==> src/rtl/sp_pkg.sv <==
package sp_pkg;
  localparam logic [1:0] A_DATA = 2'd0;
  localparam logic [1:0] A_CTRL = 2'd1;
  localparam logic [1:0] A_STAT = 2'd2;
  localparam logic [1:0] A_BAUD = 2'd3;

  localparam int CTRL_W   = 14;
  localparam int C_TXEN   = 0;
  localparam int C_RXEN   = 1;
  localparam int C_NINE   = 2;
  localparam int C_PAREN  = 3;
  localparam int C_PODD   = 4;
  localparam int C_ISTOP  = 5;
  localparam int C_WADDR  = 6;
  localparam int C_SBY    = 7;
  localparam int C_LOOP   = 8;
  localparam int C_TXIE   = 9;
  localparam int C_RXIE   = 10;
  localparam int C_ERIE   = 11;
  localparam int C_TXDMA  = 12;
  localparam int C_RXDMA  = 13;

  localparam int MAXF = 12;
  localparam logic [7:0] W1C_MASK = 8'hFA;

  typedef enum logic {RX_IDLE, RX_RUN} rx_state_t;
endpackage

==> src/rtl/sp_baud.sv <==
module sp_baud #(
  parameter int DIV_W = 16
) (
  input  logic             clk,
  input  logic             rst,
  input  logic [DIV_W-1:0] div,
  output logic             tick
);
  logic [DIV_W-1:0] cnt;

  always_ff @(posedge clk) begin
    if (rst) begin
      cnt  <= '0;
      tick <= 1'b0;
    end else if (({1'b0, cnt} + 1'b1) >= {1'b0, div}) begin
      cnt  <= '0;
      tick <= 1'b1;
    end else begin
      cnt  <= cnt + 1'b1;
      tick <= 1'b0;
    end
  end
endmodule

==> src/rtl/sp_tx.sv <==
module sp_tx #(
  parameter int OVS = 16
) (
  input  logic       clk,
  input  logic       rst,
  input  logic       tick,
  input  logic       nine,
  input  logic       par_en,
  input  logic       par_odd,
  input  logic       load,
  input  logic [8:0] ld_data,
  input  logic       clr_done,
  output logic       txd,
  output logic       empty,
  output logic       done
);
  import sp_pkg::*;
  localparam int CW = $clog2(OVS);

  logic [8:0]      hold_data;
  logic            hold_full;
  logic            busy;
  logic [MAXF-1:0] shreg;
  logic [MAXF-1:0] fr;
  logic [3:0]      left;
  logic [3:0]      nbits;
  logic [CW-1:0]   cnt;
  logic            par;

  always_comb begin
    par   = (^(hold_data & (nine ? 9'h1FF : 9'h0FF))) ^ par_odd;
    nbits = 4'd10 + {3'd0, nine} + {3'd0, par_en};
    fr    = '1;
    fr[0] = 1'b0;
    fr[8:1] = hold_data[7:0];
    if (nine) begin
      fr[9] = hold_data[8];
      if (par_en) fr[10] = par;
    end else if (par_en) begin
      fr[9] = par;
    end
  end

  always_ff @(posedge clk) begin
    if (rst) begin
      hold_data <= '0;
      hold_full <= 1'b0;
      busy      <= 1'b0;
      shreg     <= '1;
      left      <= '0;
      cnt       <= '0;
      txd       <= 1'b1;
      done      <= 1'b0;
    end else begin
      if (!busy && hold_full) begin
        shreg     <= fr;
        busy      <= 1'b1;
        cnt       <= '0;
        left      <= nbits;
        hold_full <= 1'b0;
        txd       <= 1'b0;
      end else if (busy && tick) begin
        if (cnt == CW'(OVS - 1)) begin
          cnt   <= '0;
          left  <= left - 1'b1;
          shreg <= {1'b1, shreg[MAXF-1:1]};
          if (left == 4'd1) begin
            busy <= 1'b0;
            txd  <= 1'b1;
            if (!hold_full && !load) done <= 1'b1;
          end else begin
            txd <= shreg[1];
          end
        end else begin
          cnt <= cnt + 1'b1;
        end
      end
      if (clr_done) done <= 1'b0;
      if (load) begin
        hold_data <= ld_data;
        hold_full <= 1'b1;
        done      <= 1'b0;
      end
    end
  end

  assign empty = !hold_full;

  AST_TXD_IDLE_HIGH: assert property (@(posedge clk) disable iff (rst)
    !busy |-> txd) else $error("txd low while shifter idle");
  AST_DONE_NOT_BUSY: assert property (@(posedge clk) disable iff (rst)
    done |-> !busy) else $error("complete while shifting");
endmodule

==> src/rtl/sp_rx.sv <==
module sp_rx #(
  parameter int OVS = 16
) (
  input  logic       clk,
  input  logic       rst,
  input  logic       tick,
  input  logic       rxin,
  input  logic       en,
  input  logic       nine,
  input  logic       par_en,
  input  logic       par_odd,
  input  logic       idle_mode,
  output logic       done,
  output logic [8:0] dout,
  output logic       noise,
  output logic       ferr,
  output logic       perr,
  output logic       idle_hit
);
  import sp_pkg::*;
  localparam int CW = $clog2(OVS);
  localparam int V0 = OVS / 2 - 1;
  localparam int IW = $clog2(MAXF * OVS + 1) + 1;

  rx_state_t       state;
  logic [CW-1:0]   cnt;
  logic [3:0]      bitidx;
  logic [2:0]      votes;
  logic [MAXF-1:0] sh;
  logic [MAXF-1:0] cur;
  logic            noisy;
  logic            maj, dis, last;
  logic [3:0]      nbits;
  logic [IW-1:0]   icnt;
  logic [IW-1:0]   char_ticks;
  logic            armed;
  logic            line_ok;
  logic [8:0]      rdat;
  logic            pbit, pexp;

  always_comb begin
    maj   = (votes[0] & votes[1]) | (votes[0] & votes[2]) | (votes[1] & votes[2]);
    dis   = !((votes == 3'b000) || (votes == 3'b111));
    nbits = 4'd10 + {3'd0, nine} + {3'd0, par_en};
    last  = (bitidx == nbits - 4'd1);
    cur   = sh;
    cur[bitidx] = maj;
    rdat  = nine ? cur[9:1] : {1'b0, cur[8:1]};
    pbit  = nine ? cur[10] : cur[9];
    pexp  = (^rdat) ^ par_odd;
    char_ticks = IW'(nbits) * IW'(OVS);
    line_ok = rxin && (!idle_mode || state == RX_IDLE);
  end

  always_ff @(posedge clk) begin
    if (rst) begin
      state    <= RX_IDLE;
      cnt      <= '0;
      bitidx   <= '0;
      votes    <= '0;
      sh       <= '1;
      noisy    <= 1'b0;
      done     <= 1'b0;
      dout     <= '0;
      noise    <= 1'b0;
      ferr     <= 1'b0;
      perr     <= 1'b0;
      idle_hit <= 1'b0;
      icnt     <= '0;
      armed    <= 1'b0;
    end else begin
      done     <= 1'b0;
      idle_hit <= 1'b0;
      if (tick) begin
        if (line_ok) begin
          if (icnt != '1) icnt <= icnt + 1'b1;
          if (armed && (icnt + 1'b1) >= char_ticks) begin
            idle_hit <= 1'b1;
            armed    <= 1'b0;
          end
        end else begin
          icnt <= '0;
        end
        case (state)
          RX_IDLE: begin
            if (en && !rxin) begin
              state  <= RX_RUN;
              cnt    <= CW'(1);
              bitidx <= '0;
              noisy  <= 1'b0;
              armed  <= 1'b1;
            end
          end
          default: begin
            if (cnt >= CW'(V0) && cnt <= CW'(V0 + 2)) votes <= {votes[1:0], rxin};
            if (cnt == CW'(OVS - 1)) begin
              cnt <= '0;
              if (bitidx == 4'd0 && maj) begin
                state <= RX_IDLE;
              end else begin
                sh     <= cur;
                noisy  <= noisy | dis;
                bitidx <= bitidx + 1'b1;
                if (last) begin
                  state <= RX_IDLE;
                  done  <= 1'b1;
                  dout  <= rdat;
                  noise <= noisy | dis;
                  ferr  <= !maj;
                  perr  <= par_en && (pbit != pexp);
                end
              end
            end else begin
              cnt <= cnt + 1'b1;
            end
          end
        endcase
      end
      if (!en) state <= RX_IDLE;
    end
  end

  AST_DONE_RETURNS_IDLE: assert property (@(posedge clk) disable iff (rst)
    done |-> state == RX_IDLE) else $error("receiver busy after frame");
  AST_IDLE_NEEDS_ONES: assert property (@(posedge clk) disable iff (rst)
    idle_hit |-> $past(rxin)) else $error("idle with low line");
endmodule

==> src/rtl/serial_port.sv <==
module serial_port #(
  parameter int DIV_W = 16,
  parameter int OVS   = 16
) (
  input  logic        clk,
  input  logic        rst,
  input  logic [1:0]  bus_addr,
  input  logic        bus_wr,
  input  logic        bus_rd,
  input  logic [15:0] bus_wdata,
  output logic [15:0] bus_rdata,
  input  logic        rxd,
  output logic        txd,
  output logic        irq_tx,
  output logic        irq_rx,
  output logic        irq_err,
  output logic        dma_tx_req,
  output logic        dma_rx_req
);
  import sp_pkg::*;

  logic [CTRL_W-1:0] ctrl;
  logic [DIV_W-1:0]  baud;
  logic [8:0]        rx_buf;
  logic              rx_full, idle_f, ovr, noise_f, ferr_f, perr_f;
  logic              rx_s1, rx_s2, rx_in;
  logic              tick;
  logic              tx_empty, tx_done, tx_load, tx_clr;
  logic              rx_done, rx_noise, rx_ferr, rx_perr, idle_hit;
  logic [8:0]        rx_dout;
  logic              msb;
  logic [7:0]        status;

  sp_baud #(.DIV_W(DIV_W)) u_baud (.clk(clk), .rst(rst), .div(baud), .tick(tick));

  assign tx_load = bus_wr && bus_addr == A_DATA && ctrl[C_TXEN];
  assign tx_clr  = bus_wr && bus_addr == A_STAT && bus_wdata[1];

  sp_tx #(.OVS(OVS)) u_tx (
    .clk(clk), .rst(rst), .tick(tick), .nine(ctrl[C_NINE]), .par_en(ctrl[C_PAREN]),
    .par_odd(ctrl[C_PODD]), .load(tx_load), .ld_data(bus_wdata[8:0]), .clr_done(tx_clr),
    .txd(txd), .empty(tx_empty), .done(tx_done));

  always_ff @(posedge clk) begin
    if (rst) begin
      rx_s1 <= 1'b1;
      rx_s2 <= 1'b1;
    end else begin
      rx_s1 <= rxd;
      rx_s2 <= rx_s1;
    end
  end

  assign rx_in = ctrl[C_LOOP] ? txd : rx_s2;

  sp_rx #(.OVS(OVS)) u_rx (
    .clk(clk), .rst(rst), .tick(tick), .rxin(rx_in), .en(ctrl[C_RXEN]),
    .nine(ctrl[C_NINE]), .par_en(ctrl[C_PAREN]), .par_odd(ctrl[C_PODD]),
    .idle_mode(ctrl[C_ISTOP]), .done(rx_done), .dout(rx_dout), .noise(rx_noise),
    .ferr(rx_ferr), .perr(rx_perr), .idle_hit(idle_hit));

  assign msb    = ctrl[C_NINE] ? rx_dout[8] : rx_dout[7];
  assign status = {perr_f, ferr_f, noise_f, ovr, idle_f, rx_full, tx_done, tx_empty};

  always_ff @(posedge clk) begin
    if (rst) begin
      ctrl       <= '0;
      baud       <= '0;
      rx_buf     <= '0;
      rx_full    <= 1'b0;
      idle_f     <= 1'b0;
      ovr        <= 1'b0;
      noise_f    <= 1'b0;
      ferr_f     <= 1'b0;
      perr_f     <= 1'b0;
      bus_rdata  <= '0;
      irq_tx     <= 1'b0;
      irq_rx     <= 1'b0;
      irq_err    <= 1'b0;
      dma_tx_req <= 1'b0;
      dma_rx_req <= 1'b0;
    end else begin
      if (bus_rd) begin
        case (bus_addr)
          A_DATA:  bus_rdata <= {7'd0, rx_buf};
          A_CTRL:  bus_rdata <= 16'(ctrl);
          A_STAT:  bus_rdata <= {8'd0, status};
          default: bus_rdata <= 16'(baud);
        endcase
        if (bus_addr == A_DATA) rx_full <= 1'b0;
      end
      if (rx_done && (!ctrl[C_SBY] || (ctrl[C_WADDR] && msb))) begin
        ctrl[C_SBY] <= 1'b0;
        if (rx_full) begin
          ovr <= 1'b1;
        end else begin
          rx_buf  <= rx_dout;
          rx_full <= 1'b1;
          noise_f <= noise_f | rx_noise;
          ferr_f  <= ferr_f | rx_ferr;
          perr_f  <= perr_f | rx_perr;
        end
      end
      if (idle_hit) begin
        idle_f <= 1'b1;
        if (!ctrl[C_WADDR]) ctrl[C_SBY] <= 1'b0;
      end
      if (bus_wr) begin
        case (bus_addr)
          A_CTRL: ctrl <= bus_wdata[CTRL_W-1:0];
          A_BAUD: baud <= bus_wdata[DIV_W-1:0];
          A_STAT: begin
            if (bus_wdata[3]) idle_f  <= 1'b0;
            if (bus_wdata[4]) ovr     <= 1'b0;
            if (bus_wdata[5]) noise_f <= 1'b0;
            if (bus_wdata[6]) ferr_f  <= 1'b0;
            if (bus_wdata[7]) perr_f  <= 1'b0;
          end
          default: ;
        endcase
      end
      irq_tx     <= ctrl[C_TXIE] & ((tx_empty & !ctrl[C_TXDMA]) | tx_done);
      irq_rx     <= ctrl[C_RXIE] & ((rx_full & !ctrl[C_RXDMA]) | idle_f);
      irq_err    <= ctrl[C_ERIE] & (ovr | noise_f | ferr_f | perr_f);
      dma_tx_req <= ctrl[C_TXDMA] & ctrl[C_TXEN] & tx_empty;
      dma_rx_req <= ctrl[C_RXDMA] & rx_full;
    end
  end

  AST_OVR_KEEPS_BUF: assert property (@(posedge clk) disable iff (rst)
    $rose(ovr) |-> $stable(rx_buf)) else $error("overrun overwrote buffer");
  AST_NO_FULL_IN_STANDBY: assert property (@(posedge clk) disable iff (rst)
    ($rose(rx_full) && !$past(bus_wr)) |-> !ctrl[C_SBY]) else $error("stored while asleep");
  AST_ERR_IRQ_ENABLED: assert property (@(posedge clk) disable iff (rst)
    irq_err |-> $past(ctrl[C_ERIE])) else $error("error irq without enable");
endmodule

==> config.mk <==
export PLATFORM = sky130hd
export DESIGN_NAME = serial_port
export DESIGN_NICKNAME = d
export VERILOG_FILES = /design/src/rtl/sp_pkg.sv /design/src/rtl/sp_baud.sv /design/src/rtl/sp_tx.sv /design/src/rtl/sp_rx.sv /design/src/rtl/serial_port.sv
export SDC_FILE = /design/constraint.sdc
export NUM_CORES = 1
export LEC_CHECK = 0
export ABC_AREA = 1
export BUFFER_PORTS_ARGS = -buffer_cell sky130_fd_sc_hd__buf_2
export CORE_MARGIN = 1
export CORE_UTILIZATION = 55
export DETAILED_ROUTE_END_ITERATION = 6
export GPL_TIMING_DRIVEN = 0
export HOLD_SLACK_MARGIN = 0.1
export PLACE_DENSITY = 0.81
export SETUP_SLACK_MARGIN = 0.15
export SKIP_LAST_GASP = 1
export SYNTH_ARGS = -nofsm -noshare
export SYNTH_HDL_FRONTEND = slang
export SYNTH_HIERARCHICAL = 1
export SYNTH_SLANG_ARGS = --single-unit
==> constraint.sdc <==
create_clock -name clk -period 6.7 [get_ports clk]
set_clock_uncertainty 0.15 [all_clocks]
set_input_delay 0.67 -clock clk [delete_from_list [all_inputs] [get_ports clk]]
set_output_delay 0.67 -clock clk [all_outputs]
set_load 0.02 [all_outputs]
After elaboration in Yosys (flattened, before gate mapping)
Index checks and enable logic that the tools add are counted.
{"block": "classes", "addsub": 10, "n_lt_le_gt_ge": 6, "eq_ne": 13, "n_mux": 87, "bitwise": 33, "reduce_logical": 57}
{"operator": "two-way mux 1 bit", "count": 64}
{"operator": "case mux 16 bit (3 select lines)", "count": 1}
{"operator": "two-way mux 4 bit", "count": 11}
{"operator": "two-way mux 9 bit", "count": 4}
{"operator": "two-way mux 11 bit", "count": 3}
{"operator": "XOR reduction 9 bit", "count": 2}
{"operator": "adder 16 x 1 -> 17 bit, second input constant", "count": 1}
{"operator": ">= comparator 17 x 16 -> 1 bit", "count": 1}
{"operator": "adder 16 x 1 -> 16 bit, second input constant", "count": 1}
{"operator": "logical AND 1 bit", "count": 16}
{"operator": "two-way mux 8 bit", "count": 2}
{"operator": "adder 4 x 1 -> 4 bit, second input constant", "count": 3}
{"operator": "bitwise mux 12 bit", "count": 1}
{"operator": "AND reduction 2 bit", "count": 6}
{"operator": "bitwise AND 1 bit", "count": 11}
{"operator": "OR 1 bit", "count": 11}
{"operator": "logical NOT 1 bit", "count": 10}
{"operator": "AND reduction 5 bit", "count": 2}
{"operator": "nonzero test 2 bit", "count": 5}
{"operator": "adder 9 x 1 -> 9 bit, second input constant", "count": 1}
{"operator": "bitwise AND 9 bit", "count": 1}
{"operator": ">= comparator 9 x 8 -> 1 bit", "count": 1}
{"operator": "inequality test 9 bit, second input constant", "count": 1}
{"operator": "equality test 4 bit, second input constant", "count": 2}
{"operator": "26 further kinds", "count": 45}
{"block": "word_totals", "regBits": 166, "input_bits": 23, "output_inout_bits": 22, "wordCells": 248}

Longest topological paths before layout
Gate-level depths: netlist of the first run.
{"block": "depth", "depth_word": 10, "depth_mapped": 17, "depth_no_buf": 16}

Cells and area by module
The synthesis of the first run kept the hierarchy.
{"mod": "serial_port", "n_inst": 1, "cells_per_inst": 391, "area_each_um2": 2887.8, "seq_area_each_um2": 1361.3}
{"mod": "sp_rx", "n_inst": 1, "cells_per_inst": 394, "area_each_um2": 2632.5, "seq_area_each_um2": 940.9}
{"mod": "sp_tx", "n_inst": 1, "cells_per_inst": 199, "area_each_um2": 1475.2, "seq_area_each_um2": 620.6}
{"mod": "sp_baud", "n_inst": 1, "cells_per_inst": 188, "area_each_um2": 1401.3, "seq_area_each_um2": 340.3}

Least setup slack after synthesis of the first run
No wires, ideal clock.
{"block": "synth_timing", "kind": "register to register", "start": "register u_baud.cnt[0]", "end": "register u_baud.cnt[10]", "setup_time_ps": 122, "arrival_time_ps": 2467, "required_time_ps": 6428, "path_slack_ps": 3961, "path_stages_with_launch": 17, "path_buffers": 1, "period_less_slack_ps": 2739, "cell_sequence": "dfxtp_1 -> ha_1 -> nand2_1 -> nor2_4 -> nand3_4 -> nor2_1 -> xor2_1 -> inv_1 -> ha_1 -> nand2_1 -> nor2_1 -> nand2_1 -> o21ai_0 -> nand2_1 -> nand4_4 -> buf_12 -> nor2_4"}
{"block": "synth_between", "elab_chain_cells": 3, "elab_cells_between_ends": 4, "classes_between": "add/sub: 2; order compare: 1; reduce/logical: 1"}
{"item": "from (decl)", "line_no": "sp_baud.sv:9", "source": "logic [DIV_W-1:0] cnt;"}
{"item": "from (signal assigned)", "line_no": "sp_baud.sv:19", "source": "cnt <= cnt + 1'b1;"}
{"item": "adder 16 x 1 -> 17 bit", "line_no": "sp_baud.sv:15", "source": "end else if (({1'b0, cnt} + 1'b1) >= {1'b0, div}) begin"}
{"item": ">= comparator 17 x 16 -> 1 bit", "line_no": "sp_baud.sv:15"}
{"item": "OR reduction 2 bit (no line)"}
Parallel ways exist; a longest one is shown, timed or not.
A chain may end at the register's enable or synchronous reset.

Worst setup path in the final report of the first run
{"block": "layout_timing", "start": "register u_baud.cnt[0]", "end": "register u_baud.cnt[14]"}
The elaborated chain is that of the path after synthesis.

==> impl_metrics.env, run 1 <==
export IMPL_outcome="complete, but fails checks"
export IMPL_violations="DRC"
export IMPL_power_mw=2.21
export IMPL_switching_power_mw=0.610
export IMPL_path_cells="ha_1 -> nand2_1 -> nor2_4 -> nand3_4 -> nor2_1 -> xor2_1 -> inv_1 -> ha_1 -> nand2_1 -> nor2_1 -> nand2_1 -> o21ai_0 -> nand2_1 -> nand4_4 -> buf_12 -> nor2_4"
export IMPL_hold_ws_ns=0.270
export IMPL_synth_simple_area_share_pct=26.4
export IMPL_vias=7637
export IMPL_synthArstFlopShare_pct=0
export IMPL_critPathMaxFanout=10
export IMPL_io_pins=45
export IMPL_yosys_area_share_xor_xnor_pct=2.50
export IMPL_ys_ff_latch=163
export IMPL_yosysSeqAreaShare_pct=38.9
export IMPL_switching_share_pct=27.6
export IMPL_place_worst_setup_slack_ns=3.60
export IMPL_slowest_stage="dfxtp_1"
export IMPL_clockRootBuffer="clkbuf_16"
export IMPL_fillCellCount=1281
export IMPL_start_kind="flip-flop"
export IMPL_cts_buffers_inserted=17
export IMPL_viasPerCell=5.33
export IMPL_clk_pin_slew_ns=0.07
export IMPL_synth_top_family_by_area="simple AND/OR/NAND/NOR gates"
export IMPL_fin_crit_sh_pct=46.9
export IMPL_dr_first_iter_drc_count=742
export IMPL_routedWlPerCell_microns=14.2
export IMPL_die_area_sq_mm=0.0158
export IMPL_synthTopCellsByCount="nand2_1 (255), inv_1 (187), dfxtp_1 (163)"
export IMPL_initial_core_util_pct=57.1
export IMPL_crit_family="simple AND/OR/NAND/NOR gates"
export IMPL_cts_sinks=163
export IMPL_rr_startpoint="u_baud/cnt[0]$_SDFF_PP0_"
export IMPL_reg2reg_depth=16
export IMPL_synth_fp_nets=1231
export IMPL_final_setup_viol_count=0
export IMPL_ctsResizeCount=0
export IMPL_crit_arrival_ns=3.31
export IMPL_place_congestion=0.926
export IMPL_tritoncts="done"
export IMPL_synth_mux_area_share_pct=0
export IMPL_syn_area_sq_mm=0.00840
export IMPL_fin_ws_ns=3.56
export IMPL_path_buf_inv=2
export IMPL_area_growth_pct=12.0
export IMPL_max_freq_ghz=0.318
export IMPL_diodes=0
export IMPL_reg2reg_slack_ns=3.56
export IMPL_clockBufferDepth=2
export IMPL_ir_worst_vdd_mv=0.210
export IMPL_worst_pin_slew_ns=0.596
export IMPL_relSlewSlack_pct=60.2
export IMPL_comb_power_share_pct=11.9
export IMPL_fp_row_count=44
export IMPL_p_leak_nw=4.21
export IMPL_synth_adder_area_share_pct=5.36
export IMPL_slew_violations=0
export IMPL_io_buffers=44
export IMPL_power_frac_clock_pct=41.8
export IMPL_synth_area_leader_cell="dfxtp_1"
export IMPL_worstHoldPathCells=1
export IMPL_cp_required_ns=6.87
export IMPL_yosysMostFrequentCell="nand2_1"
export IMPL_rsz0062_at_grt="no"
export IMPL_grt_pass1_vias=7062
export IMPL_synth_top_flop_cell="dfxtp_1"
export IMPL_yosys_area_top_type_share_pct=38.9
export IMPL_post_route_min_period_ns=3.14
export IMPL_cts_htree_levels=4
export IMPL_hold_viol=0
export IMPL_dp_hpwl_microns=14900
export IMPL_postRouteAntennaNets=0
export IMPL_drc_errors=13
export IMPL_grt_start_max_net_pins=17
export IMPL_cp_end_kind="flip-flop"
export IMPL_tns_ns=0
export IMPL_avgSynthCellArea_sq_um=7.16
export IMPL_grt_pass1_wl_microns=33100
export IMPL_nets=1294
export IMPL_power_density_mw_per_mm2=235
export IMPL_internal_power_mw=1.60
export IMPL_drv_cap=0
export IMPL_synthTopCellsByArea="dfxtp_1 (39%), nand2_1 (11%), inv_1 (8.4%)"
export IMPL_yosysWarnings=6
export IMPL_cts_setup_buffers=0
export IMPL_worstHoldStart="rx_s1$_SDFF_PP1_"
export IMPL_drt_wl_total_microns=20300
export IMPL_synth_cell_types=50
export IMPL_cpPeakStageDelay_ns=0.43
export IMPL_cts_hold_buffers=0
export IMPL_firstDrtPassIters=7
export IMPL_hold_path_end="rx_s2$_SDFF_PP1_"
export IMPL_die_h_microns=126
export IMPL_synth_compound_area_share_pct=15.7
export IMPL_rr_endpoint="u_baud/cnt[14]$_SDFF_PP0_"
export IMPL_synth_edf_count=0
export IMPL_path_common_cell="nand2_1"
export IMPL_die_w_microns=126
export IMPL_path_class="flip-flop to flip-flop"
export IMPL_drive_above_1_share_pct=11.5
export IMPL_gr_total_overflow=0
export IMPL_hold_path_class="flip-flop to flip-flop"
export IMPL_seq_power_share_pct=46.3
export IMPL_gr_usage_all_layers_pct=26.5
export IMPL_insertion_delay_ns=0.44
export IMPL_postSynthCellCount=1172
export IMPL_antenna_found_initial=1
export IMPL_core_sq_mm=0.0147
[logic make-up (layout without fill, tap and decap cells)]
| group | Yosys count | after routing |
|---|---|---|
| simple gates | 478 | 478 |
| flops | 163 | 163 |
| fa+ha+maj | 36 | 36 |
| xor+xnor | 24 | 24 |
| buf+inv | 232 | 308 |
| compound gates | 239 | 239 |
[worst max-delay path by stage]
stage	cells past startpoint	startpoint	endpoint
3_5_place_dp	16	u_baud/cnt[0]$_SDFF_PP0_	u_baud/cnt[14]$_SDFF_PP0_
2_1_floorplan	16	u_baud/cnt[0]$_SDFF_PP0_	u_baud/cnt[10]$_SDFF_PP0_
5_1_grt	14	u_baud/cnt[0]$_SDFF_PP0_	u_baud/cnt[14]$_SDFF_PP0_
4_1_cts	16	u_baud/cnt[0]$_SDFF_PP0_	u_baud/cnt[14]$_SDFF_PP0_
6_report	16	u_baud/cnt[0]$_SDFF_PP0_	u_baud/cnt[14]$_SDFF_PP0_
3_3_place_gp	14	u_baud/cnt[0]$_SDFF_PP0_	u_baud/cnt[14]$_SDFF_PP0_
[layer usage]
layer	GRT usage [%]	share of wire, %
met5	0	0.064
met4	10.6	2.9
met3	6.89	6.6
met2	44.3	46
met1	32.4	44
[placed cells by master, fill, tap and decap left out, drive strengths merged, types with 2 or more instances in the layout]
| cell type | n |
|---|---|
| nand3 | 60 |
| o2111ai | 8 |
| o21ai | 112 |
| a211oi | 5 |
| a31oi | 2 |
| nand4 | 16 |
| o211ai | 10 |
| nand3b | 4 |
| a21oi | 87 |
| or2 | 4 |
| nand2 | 263 |
| clkinvlp | 2 |
| o22ai | 3 |
| o21bai | 2 |
| nor2 | 117 |
| nor3b | 2 |
| inv | 198 |
| xnor2 | 4 |
| ha | 36 |
| clkinv | 9 |
| buf | 63 |
| o221ai | 6 |
| clkbuf | 35 |
| xor2 | 20 |
| nor3 | 10 |
| dfxtp | 163 |
[state kept, by name, indices dropped and copies added (netlist names), 3 cells and up]
name	count
u_rx/cnt	4
u_rx/bitidx	4
u_rx/sh	10
u_rx/votes	3
u_rx/dout	9
u_baud/cnt	16
u_tx/left	4
baud	16
bus_rdata	16
ctrl	14
rx_buf	9
u_tx/cnt	4
u_rx/icnt	9
u_tx/hold_data	9
u_tx/shreg	10
[power groups by stage]
| stage | sequential, mW | combinational [mW] | clock (mW) |
|---|---|---|---|
| 2_1_floorplan | 1.04 | 0.179 | 0 |
| 3_3_place_gp | 1.04 | 0.246 | 0 |
| 3_5_place_dp | 1.04 | 0.253 | 0 |
| 4_1_cts | 1.02 | 0.259 | 0.928 |
| 5_1_grt | 1.02 | 0.288 | 0.976 |
| 6_report | 1.02 | 0.262 | 0.924 |
[metrics by stage]
stage,std cells,instance area [sq um],utilization [%]
floorplan,1172,8400,-
detailed placement,1400,8850,60.2
CTS,1432,9410,64.0
global placement,1400,8850,60.2
global route,1432,9410,64.0
finish,1432,9410,64.0
[worst register-to-register path, delay by kind of cell, from the launching register on]
kind	cells	cell delay, ns
buffers and inverters	2	0.29
adders and majority gates	2	0.52
DFF	1	0.43
xor gates and xnor gates	1	0.33
and+or+nand+nor	10	1.13
AOI/OAI and AO/OA	1	0.18
[layout make-up]
type                    instances  area (sq um)  share of cell area, %
plain buffers                  36           201                   2.14
clock buffers                  18           429                   4.56
clock inverters                14           130                   1.38
inverters                     196           737                   7.83
multi-input cells             777          4200                   44.6
flip-flops and latches        163          3260                   34.7
well taps                     184           230                   2.45
repair buffers                 44           220                   2.34
(Power assumes the default switching activity.)
==> run 2: changes to the inputs <==
--- a/config.mk
+++ b/config.mk
@@ -12,7 +12,7 @@
 export DETAILED_ROUTE_END_ITERATION = 6
 export GPL_TIMING_DRIVEN = 0
 export HOLD_SLACK_MARGIN = 0.1
-export PLACE_DENSITY = 0.81
+export PLACE_DENSITY = 0.84
 export SETUP_SLACK_MARGIN = 0.15
 export SKIP_LAST_GASP = 1
 export SYNTH_ARGS = -nofsm -noshare
==> constraint.sdc (replaced) <==
create_clock -name clk -period 2.7 [get_ports clk]
set_clock_uncertainty 0.15 [all_clocks]
set_input_delay 0.27 -clock clk [delete_from_list [all_inputs] [get_ports clk]]
set_output_delay 0.27 -clock clk [all_outputs]
set_load 0.02 [all_outputs]
==> run 2 against run 1 <==
Effect of this change:
- the run ends with DRC, setup timing left
- register-to-register slack worse by 4.4 ns
- final cell count rose by 4.2%
- non-clock buffer count is 57 higher
- via count is 19% higher
- fmax is 12% lower
- worst hold slack worse by 0.082 ns
- clock power rose to 2.7 times the previous value
- wire length rose by 47%
- first-iteration DRC count rose by 97%
- sequential power rose to 2.5 times the previous value
- power increased to 2.8 times the previous value
- critical path type unchanged
- largest power group unchanged
- highest routed layer unchanged
==> impl_metrics.env, run 2 (synthesized netlist as in run 1, its figures left out) <==
export IMPL_outcome="complete, but fails checks"
export IMPL_violations="DRC, setup timing"
export IMPL_dp_cells=1400
export IMPL_final_common_cell="nand2_1"
export IMPL_cts_htree_levels=4
export IMPL_clk_pin_slew_ns=0.07
export IMPL_vias=9072
export IMPL_crit_arrival_ns=3.74
export IMPL_fin_crit_sh_pct=132
export IMPL_fp_row_count=44
export IMPL_tritoncts="done"
export IMPL_drive_above_1_share_pct=17.9
export IMPL_clockBufferDepth=2
export IMPL_grt_start_max_net_pins=17
export IMPL_path_class="flip-flop to flip-flop"
export IMPL_final_cell_mix="nand2_1 (245), inv_1 (184), dfxtp_1 (154)"
export IMPL_gr_usage_all_layers_pct=29.8
export IMPL_cts_sinks=163
export IMPL_place_worst_setup_slack_ns=-0.203
export IMPL_post_route_min_period_ns=3.57
export IMPL_cp_end_kind="flip-flop"
export IMPL_core_sq_mm=0.0147
export IMPL_hold_viol=0
export IMPL_cp_required_ns=2.86
export IMPL_postRouteAntennaNets=0
export IMPL_routedWlPerCell_microns=20.1
export IMPL_die_w_microns=126
export IMPL_hold_path_class="input pin to flip-flop"
export IMPL_dp_hpwl_microns=14700
export IMPL_ir_worst_vdd_mv=0.487
export IMPL_rsz0062_at_grt="yes"
export IMPL_p_leak_nw=4.58
export IMPL_critPathMaxFanout=6
export IMPL_drv_cap=0
export IMPL_gr_total_overflow=0
export IMPL_io_buffers=44
export IMPL_reg_top3="baud: 16 flops, bus_rdata: 16 flops, u_baud/cnt: 16 flops"
export IMPL_clockRootBuffer="clkbuf_16"
export IMPL_fin_cells=1492
export IMPL_insertion_delay_ns=0.44
export IMPL_grt_pass1_wl_microns=37700
export IMPL_drc_errors=65
export IMPL_dr_first_iter_drc_count=1462
export IMPL_worst_pin_slew_ns=0.908
export IMPL_fin_ws_ns=-0.874
export IMPL_die_h_microns=126
export IMPL_final_setup_viol_count=17
export IMPL_start_kind="flip-flop"
export IMPL_nets=1351
export IMPL_relSlewSlack_pct=38.8
export IMPL_slew_violations=0
export IMPL_tns_ns=-14.25
export IMPL_place_congestion=0.934
export IMPL_place_area_sq_mm=0.00890
export IMPL_viasPerCell=6.08
export IMPL_max_freq_ghz=0.280
export IMPL_cts_buffers_inserted=17
export IMPL_initial_core_util_pct=57.1
export IMPL_grt_pass1_vias=7801
export IMPL_die_area_sq_mm=0.0158
export IMPL_io_pins=45
export IMPL_firstDrtPassIters=7
export IMPL_area_growth_pct=23.6
export IMPL_power_density_mw_per_mm2=590
export IMPL_drt_wl_total_microns=29900
export IMPL_antenna_found_initial=3
export IMPL_fin_area_sq_mm=0.0104
[run 2: changes by cell type in the layout (fill, tap and decap cells not counted), moves of 5 or more]
cell / before / now
buf_4: 1 / 29
dlygate4sd3_1: 0 / 21
nor2_1: 93 / 81
nand2_1: 255 / 245
dfxtp_1: 163 / 154
nor2_4: 18 / 27
ha_1: 36 / 29
ha_4: 0 / 7
xor2_1: 20 / 13
nand2_2: 6 / 12
nand3_1: 55 / 49
buf_6: 5 / 10
dfxtp_2: 0 / 5
xor2_2: 0 / 5
[run 2: what timing repair did]
| action | 4_1_cts | 5_1_grt |
|---|---|---|
| gates resized for setup | 27 | 47 |
| pin swaps | 23 | 34 |
| hold buffers | 21 | 0 |
| endpoints found under the setup margin | 17 | 29 |
| gates cloned | 1 | 0 |
| endpoints found under the hold margin | 41 | 0 |
| buffers inserted | 26 | 9 |
[run 2: metal layers]
metal | up-vias | global-route usage, % | routed length (microns)
met5 | - | 0 | 48
met4 | 2 | 16.5 | 2630
met3 | 255 | 6.29 | 3920
met2 | 725 | 50.0 | 12500
met1 | 4083 | 35.6 | 10800
li1 | 4007 | - | -
[run 2: worst paths after layout]
kind                                  from                       end  slack (ns)  cells past startpoint
setup reg to reg  u_baud/cnt[1]$_SDFF_PP0_  u_baud/cnt[9]$_SDFF_PP0_       -0.87                     17
setup / recovery  u_baud/cnt[1]$_SDFF_PP0_  u_baud/cnt[9]$_SDFF_PP0_       -0.87                     17
hold reg to reg           rx_s1$_SDFF_PP1_          rx_s2$_SDFF_PP1_        0.27                      1
hold / removal                 bus_addr[1]      ctrl[4]$_SDFFE_PP0P_        0.19                      4
[run 2: where the power goes]
part	internal, mW	total (mW)	switching [mW]
logic	0.392	1.03	0.636
clock network	1.48	2.51	1.03
registers	2.48	2.59	0.102
total	4.35	6.12	1.77
[run 2: critical path: stages (launching register included)]
cell,delay [ns]
dfxtp_4,0.41
nand3_4,0.14
nor3_4,0.23
buf_6,0.16
buf_4,0.13
nand3_4,0.16
xor2_4,0.36
inv_1,0.09
ha_1,0.38
nand2_4,0.10
nor2_2,0.15
nand2_1,0.12
nor2_4,0.29
nand2_4,0.11
nand4_4,0.15
buf_12,0.14
buf_12,0.14
nor2_4,0.03
[run 2: layout make-up]
cell class	instances	area (sq um)
Multi-Input combinational cell	777	4550
Timing Repair Buffer	101	764
Fill cell	1002	4320
Sequential cell	163	3280
Tap cell	184	230
Inverter	196	737
Clock buffer	23	489
Clock inverter	9	116
Buffer	36	201
Antenna cell	3	7.51
[run 2: through the flow]
step                power, mW  hold WS [ns]  utilization [%]
finish                   6.12         0.188             70.6
global placement         3.22         0.248             60.6
CTS                      5.84         0.151             68.6
detailed placement       3.24         0.251             60.6
floorplan                3.06         0.189                -
global route             6.25         0.200             70.6
==> run 3: changes to the inputs <==
--- a/config.mk
+++ b/config.mk
@@ -6,7 +6,8 @@
 export NUM_CORES = 1
 export LEC_CHECK = 0
 export ABC_AREA = 1
-export BUFFER_PORTS_ARGS = -buffer_cell sky130_fd_sc_hd__buf_2
+export BUFFER_PORTS_ARGS = -buffer_cell sky130_fd_sc_hd__buf_4
+export CAP_MARGIN = 40
 export CORE_MARGIN = 1
 export CORE_UTILIZATION = 55
 export DETAILED_ROUTE_END_ITERATION = 6
==> run 3 against run 2 <==
Effect of this change:
- the run still ends with DRC, setup timing left
- global-route usage rose by 0.63 points
- via count fell by 3.5%
- fmax rose by 16%
- register-to-register slack improved by 0.50 ns
- first-iteration DRC count fell by 20%
==> impl_metrics.env, run 3 (synthesized netlist as in run 1, its figures left out) <==
export IMPL_hold_path_class="input pin to flip-flop"
export IMPL_cp_end_kind="flip-flop"
export IMPL_fin_cells=1482
export IMPL_hold_ws_ns=0.183
export IMPL_gr_total_overflow=0
export IMPL_fin_ws_ns=-0.371
export IMPL_io_buffers=44
export IMPL_p_leak_nw=4.54
export IMPL_cts_buffers_inserted=17
export IMPL_max_freq_ghz=0.326
export IMPL_relSlewSlack_pct=40.9
export IMPL_path_class="flip-flop to flip-flop"
export IMPL_final_setup_viol_count=17
export IMPL_grt_pass1_vias=7910
export IMPL_postRouteAntennaNets=0
export IMPL_fillCellCount=1032
export IMPL_reg_top3="baud: 16 flops, bus_rdata: 16 flops, u_baud/cnt: 16 flops"
export IMPL_dp_hpwl_microns=14900
export IMPL_outcome="complete, but fails checks"
export IMPL_final_common_cell="nand2_1"
export IMPL_tritoncts="done"
export IMPL_cts_htree_levels=4
export IMPL_worst_pin_slew_ns=0.878
export IMPL_hold_viol=0
export IMPL_clk_pin_slew_ns=0.06
export IMPL_insertion_delay_ns=0.44
export IMPL_core_sq_mm=0.0147
export IMPL_gr_usage_all_layers_pct=30.5
export IMPL_clockBufferDepth=2
export IMPL_grt_pass1_wl_microns=37900
export IMPL_die_w_microns=126
export IMPL_antenna_found_initial=2
export IMPL_dp_cells=1400
export IMPL_fp_row_count=44
export IMPL_rsz0062_at_grt="yes"
export IMPL_critPathMaxFanout=5
export IMPL_firstDrtPassIters=7
export IMPL_slew_violations=0
export IMPL_die_area_sq_mm=0.0158
export IMPL_dr_first_iter_drc_count=1176
export IMPL_cp_required_ns=2.88
export IMPL_routedWlPerCell_microns=18.6
export IMPL_io_pins=45
export IMPL_final_cell_mix="nand2_1 (243), inv_1 (185), dfxtp_1 (157)"
export IMPL_initial_core_util_pct=57.1
export IMPL_place_congestion=0.930
export IMPL_crit_arrival_ns=3.25
export IMPL_cts_sinks=163
export IMPL_ir_worst_vdd_mv=0.475
export IMPL_clockRootBuffer="clkbuf_16"
export IMPL_start_kind="flip-flop"
export IMPL_grt_start_max_net_pins=17
export IMPL_die_h_microns=126
export IMPL_place_area_sq_mm=0.00901
export IMPL_power_density_mw_per_mm2=581
export IMPL_viasPerCell=5.91
export IMPL_drive_above_1_share_pct=16.5
export IMPL_area_growth_pct=22.9
export IMPL_fin_crit_sh_pct=114
export IMPL_vias=8756
export IMPL_fin_area_sq_mm=0.0103
export IMPL_post_route_min_period_ns=3.07
export IMPL_nets=1344
export IMPL_drt_wl_total_microns=27500
export IMPL_drv_cap=0
export IMPL_violations="DRC, setup timing"
export IMPL_drc_errors=20
## run 3: changes by cell type in the layout (fill, tap and decap cells not counted), moves of 3 or more
cell,change
dfxtp_1,+3
buf_4,+39
inv_6,-3
nor2_4,-5
clkinv_2,+3
nor2_1,+3
dlygate4sd3_1,+3
buf_6,-5
nand2_2,+4
buf_2,-44
## run 3: metrics by stage
stage	setup slack, ns	utilization (%)	power (mW)	setup TNS (ns)
6_report	-0.371	70.2	6.00	-5.76
4_1_cts	-0.00949	69.0	5.82	-0.0241
5_1_grt	-0.420	70.2	6.15	-6.63
2_1_floorplan	0.150	-	3.06	0
3_3_place_gp	-0.133	61.3	3.24	-1.34
3_5_place_dp	-0.195	61.3	3.27	-2.01
## run 3: area by class of cell
class	instances	area [sq um]	share of cell area (%)
clock buffer	21	450	4.36
sequential	163	3280	31.7
timing repair buffer	94	811	7.85
tap	184	230	2.23
inverter	196	737	7.14
clock inverter	10	134	1.30
antenna	1	2.50	0.0242
buffer	36	201	1.95
multi-input combinational	777	4480	43.4
## run 3: per-layer routing
layer  up-vias  wire length [microns]  GRT usage (%)
met5         -                     13              0
met4         2                   2140           18.3
met3       208                   3450           6.25
met2       597                  11900           51.3
met1      3956                   9950           35.8
li1       3993                      -              -
## run 3: worst paths after layout
check	from	end	slack, ns	depth (start not counted)
worst max-delay path	u_baud/cnt[0]$_SDFF_PP0_	u_baud/cnt[13]$_SDFF_PP0_	-0.37	16
worst min-delay path	bus_addr[0]	ctrl[3]$_SDFFE_PP0P_	0.18	5
worst max register to register	u_baud/cnt[0]$_SDFF_PP0_	u_baud/cnt[13]$_SDFF_PP0_	-0.37	16
worst min register to register	rx_s1$_SDFF_PP1_	rx_s2$_SDFF_PP1_	0.29	1
## run 3: critical path: stages, from the launching register on
cell,delay (ns)
dfxtp_4,0.39
ha_4,0.15
nand2_4,0.06
nor2_4,0.21
nand4_1,0.21
xor2_2,0.21
inv_2,0.14
ha_4,0.40
nand2_4,0.07
nor2_4,0.13
nand2_2,0.09
o21ai_2,0.18
nand2_2,0.11
nand4_4,0.15
buf_12,0.13
buf_12,0.13
nor2_4,0.03
## run 3: timing repair
| action | 4_1_cts | 5_1_grt |
|---|---|---|
| endpoints found under the hold margin | 49 | 0 |
| pin swaps | 22 | 24 |
| gates cloned | 1 | 0 |
| endpoints found under the setup margin | 17 | 29 |
| setup buffers | 15 | 10 |
| hold buffers | 24 | 0 |
| resized for setup | 25 | 28 |
## run 3: power breakdown
group	leakage (nW)	switching, mW	internal [mW]
Clock	0.283	0.991	1.47
Combinational	2.94	0.578	0.390
Sequential	1.32	0.0903	2.48
